File: src/rtl/evtmr_chan_pkg.sv
package evtmr_chan_pkg;
  typedef enum logic [1:0] {
    SEL_MODE   = 2'd0,
    SEL_CAP    = 2'd1,
    SEL_CMP_LO = 2'd2,
    SEL_CMP_HI = 2'd3
  } reg_sel_e;

  localparam int B_EN       = 0;
  localparam int B_PER      = 1;
  localparam int B_SETV     = 2;
  localparam int B_NARROW   = 3;
  localparam int B_LEVEL    = 4;
  localparam int B_ROUTE_LO = 5;
  localparam int B_PCAP     = 14;
  localparam int B_WCAP     = 15;

  typedef struct packed {
    logic en;
    logic per;
    logic setv;
    logic narrow;
  } chan_mode_t;
endpackage

File: src/rtl/evtmr_chan_regs.sv
module evtmr_chan_regs
  import evtmr_chan_pkg::*;
#(
  parameter int REG_W = 32,
  parameter int RT_W  = 5
) (
  input  logic               clk,
  input  logic               rst_n,
  input  logic               wr_en,
  input  logic [1:0]         wr_sel,
  input  logic [REG_W-1:0]   wr_data,
  input  logic               adv_en,
  output chan_mode_t         mode,
  output logic [RT_W-1:0]    route,
  output logic [2*REG_W-1:0] cmp,
  output logic [2*REG_W-1:0] period,
  output logic               cmp_wr,
  output logic               unsup
);
  localparam int CNT_W = 2 * REG_W;

  logic wr_mode, wr_lo, wr_hi;
  logic [CNT_W-1:0] cmp_next;
  logic [REG_W-1:0] lo_sum;

  assign wr_mode = wr_en && (wr_sel == SEL_MODE);
  assign wr_lo   = wr_en && (wr_sel == SEL_CMP_LO);
  assign wr_hi   = wr_en && (wr_sel == SEL_CMP_HI);
  assign cmp_wr  = wr_lo || wr_hi;

  assign lo_sum   = cmp[REG_W-1:0] + period[REG_W-1:0];
  assign cmp_next = mode.narrow ? {{REG_W{1'b0}}, lo_sum} : (cmp + period);

  always_ff @(posedge clk) begin
    if (!rst_n) begin
      mode   <= '0;
      route  <= '0;
      cmp    <= '1;
      period <= '0;
      unsup  <= 1'b0;
    end else if (wr_mode) begin
      mode.en     <= wr_data[B_EN];
      mode.per    <= wr_data[B_PER];
      mode.setv   <= wr_data[B_SETV];
      mode.narrow <= wr_data[B_NARROW];
      route       <= wr_data[B_ROUTE_LO +: RT_W];
      if (wr_data[B_LEVEL]) unsup <= 1'b1;
      if (wr_data[B_NARROW]) begin
        cmp[CNT_W-1:REG_W]    <= '0;
        period[CNT_W-1:REG_W] <= '0;
      end
    end else if (wr_lo) begin
      if (!mode.per || mode.setv) cmp[REG_W-1:0] <= wr_data;
      if (mode.per)
        period[REG_W-1:0] <= mode.narrow ? {1'b0, wr_data[REG_W-2:0]} : wr_data;
      mode.setv <= 1'b0;
    end else if (wr_hi) begin
      if (!mode.narrow) begin
        if (!mode.per || mode.setv) cmp[CNT_W-1:REG_W] <= wr_data;
        else period[CNT_W-1:REG_W] <= {1'b0, wr_data[REG_W-2:0]};
      end
      mode.setv <= 1'b0;
    end else if (adv_en) begin
      cmp <= cmp_next;
    end
  end
endmodule

File: src/rtl/evtmr_chan_match.sv
module evtmr_chan_match
  import evtmr_chan_pkg::*;
#(
  parameter int REG_W = 32
) (
  input  logic               clk,
  input  logic               rst_n,
  input  logic [2*REG_W-1:0] cnt,
  input  logic [2*REG_W-1:0] cmp,
  input  logic [2*REG_W-1:0] period,
  input  chan_mode_t         mode,
  input  logic               glb_en,
  input  logic               cmp_wr,
  output logic               adv_en,
  output logic               fire
);
  localparam int CNT_W = 2 * REG_W;

  logic [CNT_W-1:0] diff_w;
  logic [REG_W-1:0] diff_n;
  logic behind, per_nz, eq, eq_q, ones_q;
  logic match_evt, wrap_evt;

  assign diff_w = cmp - cnt;
  assign diff_n = cmp[REG_W-1:0] - cnt[REG_W-1:0];

  assign behind = mode.narrow ? ((diff_n == '0) || diff_n[REG_W-1])
                              : ((diff_w == '0) || diff_w[CNT_W-1]);
  assign per_nz = mode.narrow ? (|period[REG_W-1:0]) : (|period);
  assign eq     = mode.narrow ? (cnt[REG_W-1:0] == cmp[REG_W-1:0]) : (cnt == cmp);

  assign adv_en    = glb_en && mode.per && per_nz && behind;
  assign match_evt = glb_en && eq && !eq_q;
  assign wrap_evt  = glb_en && mode.narrow && !mode.per && ones_q
                     && (cnt[REG_W-1:0] == '0);
  assign fire      = (match_evt || wrap_evt) && mode.en && glb_en;

  always_ff @(posedge clk) begin
    if (!rst_n) begin
      eq_q   <= 1'b0;
      ones_q <= 1'b0;
    end else begin
      eq_q   <= eq && !adv_en && !cmp_wr;
      ones_q <= &cnt[REG_W-1:0];
    end
  end
endmodule

File: src/rtl/evtmr_chan_route.sv
module evtmr_chan_route #(
  parameter int NUM_IRQ  = 32,
  parameter int RT_W     = 5,
  parameter int CHAN_IDX = 2
) (
  input  logic               clk,
  input  logic               rst_n,
  input  logic               fire,
  input  logic               legacy,
  input  logic [RT_W-1:0]    route,
  output logic [NUM_IRQ-1:0] irq
);
  localparam bit HAS_LEGACY = (CHAN_IDX < 2);
  localparam logic [RT_W-1:0] FIXED_LINE = (CHAN_IDX == 0) ? RT_W'(0) : RT_W'(8);

  logic [RT_W-1:0]    line;
  logic [NUM_IRQ-1:0] irq_d;

  assign line = (HAS_LEGACY && legacy) ? FIXED_LINE : route;

  for (genvar g = 0; g < NUM_IRQ; g++) begin : g_line
    assign irq_d[g] = fire && (line == RT_W'(g));
  end

  always_ff @(posedge clk) begin
    if (!rst_n) irq <= '0;
    else        irq <= irq_d;
  end
endmodule

File: src/rtl/evtmr_chan.sv
module evtmr_chan
  import evtmr_chan_pkg::*;
#(
  parameter int          REG_W     = 32,
  parameter int          NUM_IRQ   = 32,
  parameter int          CHAN_IDX  = 2,
  parameter logic [31:0] ROUTE_CAP = 32'h4
) (
  input  logic               clk,
  input  logic               rst_n,
  input  logic               reg_wr_en,
  input  logic [1:0]         reg_wr_sel,
  input  logic [REG_W-1:0]   reg_wr_data,
  input  logic [1:0]         reg_rd_sel,
  output logic [REG_W-1:0]   reg_rd_data,
  input  logic [2*REG_W-1:0] main_cnt,
  input  logic               glb_en,
  input  logic               legacy_route,
  output logic [NUM_IRQ-1:0] irq_pulse,
  output logic               unsup_mode
);
  localparam int CNT_W = 2 * REG_W;
  localparam int RT_W  = $clog2(NUM_IRQ);

  chan_mode_t       mode;
  logic [RT_W-1:0]  route;
  logic [CNT_W-1:0] cmp, period;
  logic adv_en, fire, cmp_wr;
  logic chan_en, chan_setv, chan_narrow;
  logic [REG_W-1:0] cmp_hi, mode_rd;

  evtmr_chan_regs #(.REG_W(REG_W), .RT_W(RT_W)) u_regs (
    .clk(clk), .rst_n(rst_n), .wr_en(reg_wr_en), .wr_sel(reg_wr_sel),
    .wr_data(reg_wr_data), .adv_en(adv_en), .mode(mode), .route(route),
    .cmp(cmp), .period(period), .cmp_wr(cmp_wr), .unsup(unsup_mode)
  );

  evtmr_chan_match #(.REG_W(REG_W)) u_match (
    .clk(clk), .rst_n(rst_n), .cnt(main_cnt), .cmp(cmp), .period(period),
    .mode(mode), .glb_en(glb_en), .cmp_wr(cmp_wr), .adv_en(adv_en), .fire(fire)
  );

  evtmr_chan_route #(.NUM_IRQ(NUM_IRQ), .RT_W(RT_W), .CHAN_IDX(CHAN_IDX)) u_route (
    .clk(clk), .rst_n(rst_n), .fire(fire), .legacy(legacy_route),
    .route(route), .irq(irq_pulse)
  );

  assign chan_en     = mode.en;
  assign chan_setv   = mode.setv;
  assign chan_narrow = mode.narrow;
  assign cmp_hi      = cmp[CNT_W-1:REG_W];

  always_comb begin
    mode_rd = '0;
    mode_rd[B_EN]     = mode.en;
    mode_rd[B_PER]    = mode.per;
    mode_rd[B_SETV]   = mode.setv;
    mode_rd[B_NARROW] = mode.narrow;
    mode_rd[B_ROUTE_LO +: RT_W] = route;
    mode_rd[B_PCAP]   = 1'b1;
    mode_rd[B_WCAP]   = 1'b1;
  end

  always_comb begin
    case (reg_rd_sel)
      SEL_MODE:   reg_rd_data = mode_rd;
      SEL_CAP:    reg_rd_data = REG_W'(ROUTE_CAP);
      SEL_CMP_LO: reg_rd_data = cmp[REG_W-1:0];
      default:    reg_rd_data = cmp_hi;
    endcase
  end
endmodule

File: config.mk
export PLATFORM = sky130hd
export DESIGN_NAME = evtmr_chan
export DESIGN_NICKNAME = d
export VERILOG_FILES = /design/src/rtl/evtmr_chan_pkg.sv /design/src/rtl/evtmr_chan_regs.sv /design/src/rtl/evtmr_chan_match.sv /design/src/rtl/evtmr_chan_route.sv /design/src/rtl/evtmr_chan.sv
export SDC_FILE = /design/constraint.sdc
export NUM_CORES = 1
export LEC_CHECK = 0
export BUFFER_PORTS_ARGS = -buffer_cell sky130_fd_sc_hd__buf_2
export CORE_ASPECT_RATIO = 1.75
export CORE_MARGIN = 2
export CORE_UTILIZATION = 39
export DETAILED_ROUTE_END_ITERATION = 7
export GPL_TIMING_DRIVEN = 0
export HOLD_SLACK_MARGIN = 0.12
export SLEW_MARGIN = 20
export SYNTH_ARGS = -nofsm -noshare
export SYNTH_HDL_FRONTEND = slang
export SYNTH_SLANG_ARGS = --single-unit
File: constraint.sdc
create_clock -name clk -period 15.05 [get_ports clk]
set_clock_uncertainty 0.2 [all_clocks]
set_input_delay 3.7625 -clock clk [delete_from_list [all_inputs] [get_ports clk]]
set_output_delay 3.7625 -clock clk [all_outputs]
set_load 0.02 [all_outputs]
==> results.md <==
- Static leakage: 7.95 nW
- Type of origin of the critical path: input pin
- CP required: 15.17 ns
- Status: complete, no violations
- Relative slew slack: 0.197
- H-tree depth: 4
- Worst Path Buf+Inv: 4
- Vias per Instance: roughly 6.4
- Number of global-route vias before repair: 18900
- Antenna Violating Nets Remaining: 0
- Largest net degree at the start of global routing: 22
- Fin cells: 3021
- Maximum vdd drop: 0.0746 mV
- Post-synth EDFFs: 0
- Sequential area share after synthesis: 0.207
- Vias: 19300
- First-pass GRT wire length: about 120000 um
- Post-CTS Hold Buffers: 0
- Avg Cell Area, Syn: approximately 7.3 sq um
- Drt drc: 0
- Fill count: 4349
- Kind of critical path: in2reg
- Starting Density: 0.396
- Count of unique library cells instantiated by Yosys: 90
- RSZ-0062 raised after global routing: no
- Critical path arrival: 9.99 ns
- HP Class: reg2reg
- Max Cap Viol: 0
- Fin util: 0.448
- # port buffers: 166
- Tightest Pin Transition: 1.19 ns
- Final worst path period share: 0.655
- DRT Wirelength: 83000 um
- Fmax: between 100 and 150 MHz
- Num rows: 99
- CTS tree: done
- Max stage delay on crit path: 0.82 ns
- Ys flop type: dfxtp_1
- Synth top area share: 0.207
- Final Hold Vio Count: 0
- Post-Synthesis Net Count: 2500
- CTS Buf Count: 17
- Post-CTS setup buffer count: 0
- Die Y: 276 um
- Grt total ovfl: 0
- Setup_tns: 0 ns
- Power consumption: 0.00164 W
- Io pins: between 150 and 200
- Critical-path cell list: buf_2 -> inv_1 -> ha_1 -> buf_1 -> nand4_1 -> o21ai_0 -> o221ai_1 -> or4_1 -> nor4_1 -> nand3_1 -> nor4_1 -> nand4_1 -> nor4_2 -> a31oi_2 -> buf_2 -> a221oi_2 -> o21ai_1
- Worst skew pair latency: 0.47 ns
- Ys async rst share: 0
- Initial antenna violation count: 3
- HPWL Detailed: 68600 um
- Placer Congestion: 1.13
- Crit. End Element: register
- Final setup fails: 0
- Critical path fanouts, max: 10
- WL/cell: 27.5 um
- Top cells by area, synth: dfxtp_1, ha_1, nand2_1
- CTS max path bufs: 2
- Clock root cell: clkbuf_16
- CTS-repair resized insts: 0
- Post-synth top cells: nand2_1, a21oi_1, dfxtp_1
- Die footprint: 0.0441 sq mm
- Fin. max-slew vios: 0
- CP max stage cell: nor4_2
- Syn Std Cell Area: 0.0165 sq mm
- Syn Inst Count: around 2300
- Synth warn: 0
- CTS sink count: approximately 170
- Top-count cell post-synth: nand2_1
- Layout cells sized above 1: 0.108
- Layout Nets: about 2700
- Die width: 160 um
- Initial DRC Count: 1703
- Min cycle time layout: between 9 and 10 ns
- Yosys reg bits: 171
- Placed insts: 2988
- Area Overhead vs Synth: 13.1%
- Initial DRT Pass Iterations: 5
- CP top delay family: simple AND/OR/NAND/NOR gates
- Core area: approximately 0.042 sq mm
- Leading area contributor after synthesis: dfxtp_1
- Clock Pin Slew Worst Setup and Hold Paths: about 0.080 ns
- Global Route Usage Sum: 0.364
- PD cells: 87.6 mW/mm^2
==> final cells by class <==
class	instances	area, sq um	share of cell area
Tap cell	555	694	0.0371
Sequential cell	171	3420	0.183
Clock inverter	15	206	0.0110
Timing Repair Buffer	166	831	0.0444
Clock buffer	17	425	0.0227
Buffer	130	536	0.0286
Inverter	99	372	0.0199
Multi-Input combinational cell	1867	12200	0.653
Antenna cell	1	2.50	0.000134
==> placed cells by master (no fill, tap or decap), drive strengths merged, types with 51 or more instances in the layout <==
| cell | instances |
|---|---|
| a21boi | 81 |
| a21o | 66 |
| a21oi | 171 |
| buf | 189 |
| clkbuf | 124 |
| dfxtp | 171 |
| ha | 126 |
| inv | 106 |
| nand2 | 283 |
| nand3 | 73 |
| nand4 | 61 |
| nor2 | 164 |
| nor2b | 51 |
| nor3 | 55 |
| o21ai | 118 |
==> per-stage QoR <==
stage,worst slack [ns],area (sq um),hold WS (ns)
after global placement,5.02,18100,0.270
final,5.19,18700,0.289
after global routing,5.00,18700,0.318
after floorplan,6.07,16500,0.257
after CTS,5.48,18700,0.290
after detailed placement,4.98,18100,0.275
==> worst reg2reg max path, stage by stage (launching register included) <==
cell and delay (ns):
dfxtp_1 0.85, ha_1 0.32, clkbuf_1 0.39, nand4_1 0.50, o21ai_0 0.52, o221ai_1 0.25
or4_1 0.55, nor4_1 0.75, nand3_1 0.15, nor4_1 0.51, nand4_1 0.19, nor4_2 0.82
a31oi_2 0.36, buf_2 0.34, a221oi_2 0.23, o21ai_1 0.09
==> worst paths after layout <==
check                     from                end  slack [ns]  cells after the start
max               main_cnt[25]     u_regs.cmp[41]        5.19                     17
min          u_regs.period[47]  u_regs.period[47]        0.29                      2
max reg2reg     u_regs.cmp[26]     u_regs.cmp[41]        7.89                     15
min reg2reg  u_regs.period[47]  u_regs.period[47]        0.29                      2
==> per-layer routing <==
metal | vias up | share of wire | GRT usage
met3 | 391 | 0.079 | 0.0681
met1 | 8981 | 0.32 | 0.351
li1 | 8824 | - | -
met5 | - | 0.00035 | 0
met2 | 1062 | 0.48 | 0.635
met4 | 4 | 0.12 | 0.362
==> registers in the layout, indices dropped and copies added (netlist names) <==
register	count
u_regs.route	5
u_match.eq_q	1
u_match.ones_q	1
u_regs.cmp	64
u_regs.period	63
u_route.irq	32
u_regs.mode	4
u_regs.unsup	1
==> power breakdown <==
group / switching, W / internal [W] / total [W]
sequential: 0.0000386 / 0.000468 / 0.000507
clock: 0.000248 / 0.000230 / 0.000478
combinational: 0.000435 / 0.000219 / 0.000654
==> cells by family after synthesis <==
group	synth area share
compound gates	0.321
xor+xnor	0.0424
fa+ha+maj	0.0977
buf+inv	0.0548
flops	0.207
mux	0.0250
simple gates	0.252
No activity file was read; power rests on OpenSTA's default activity.
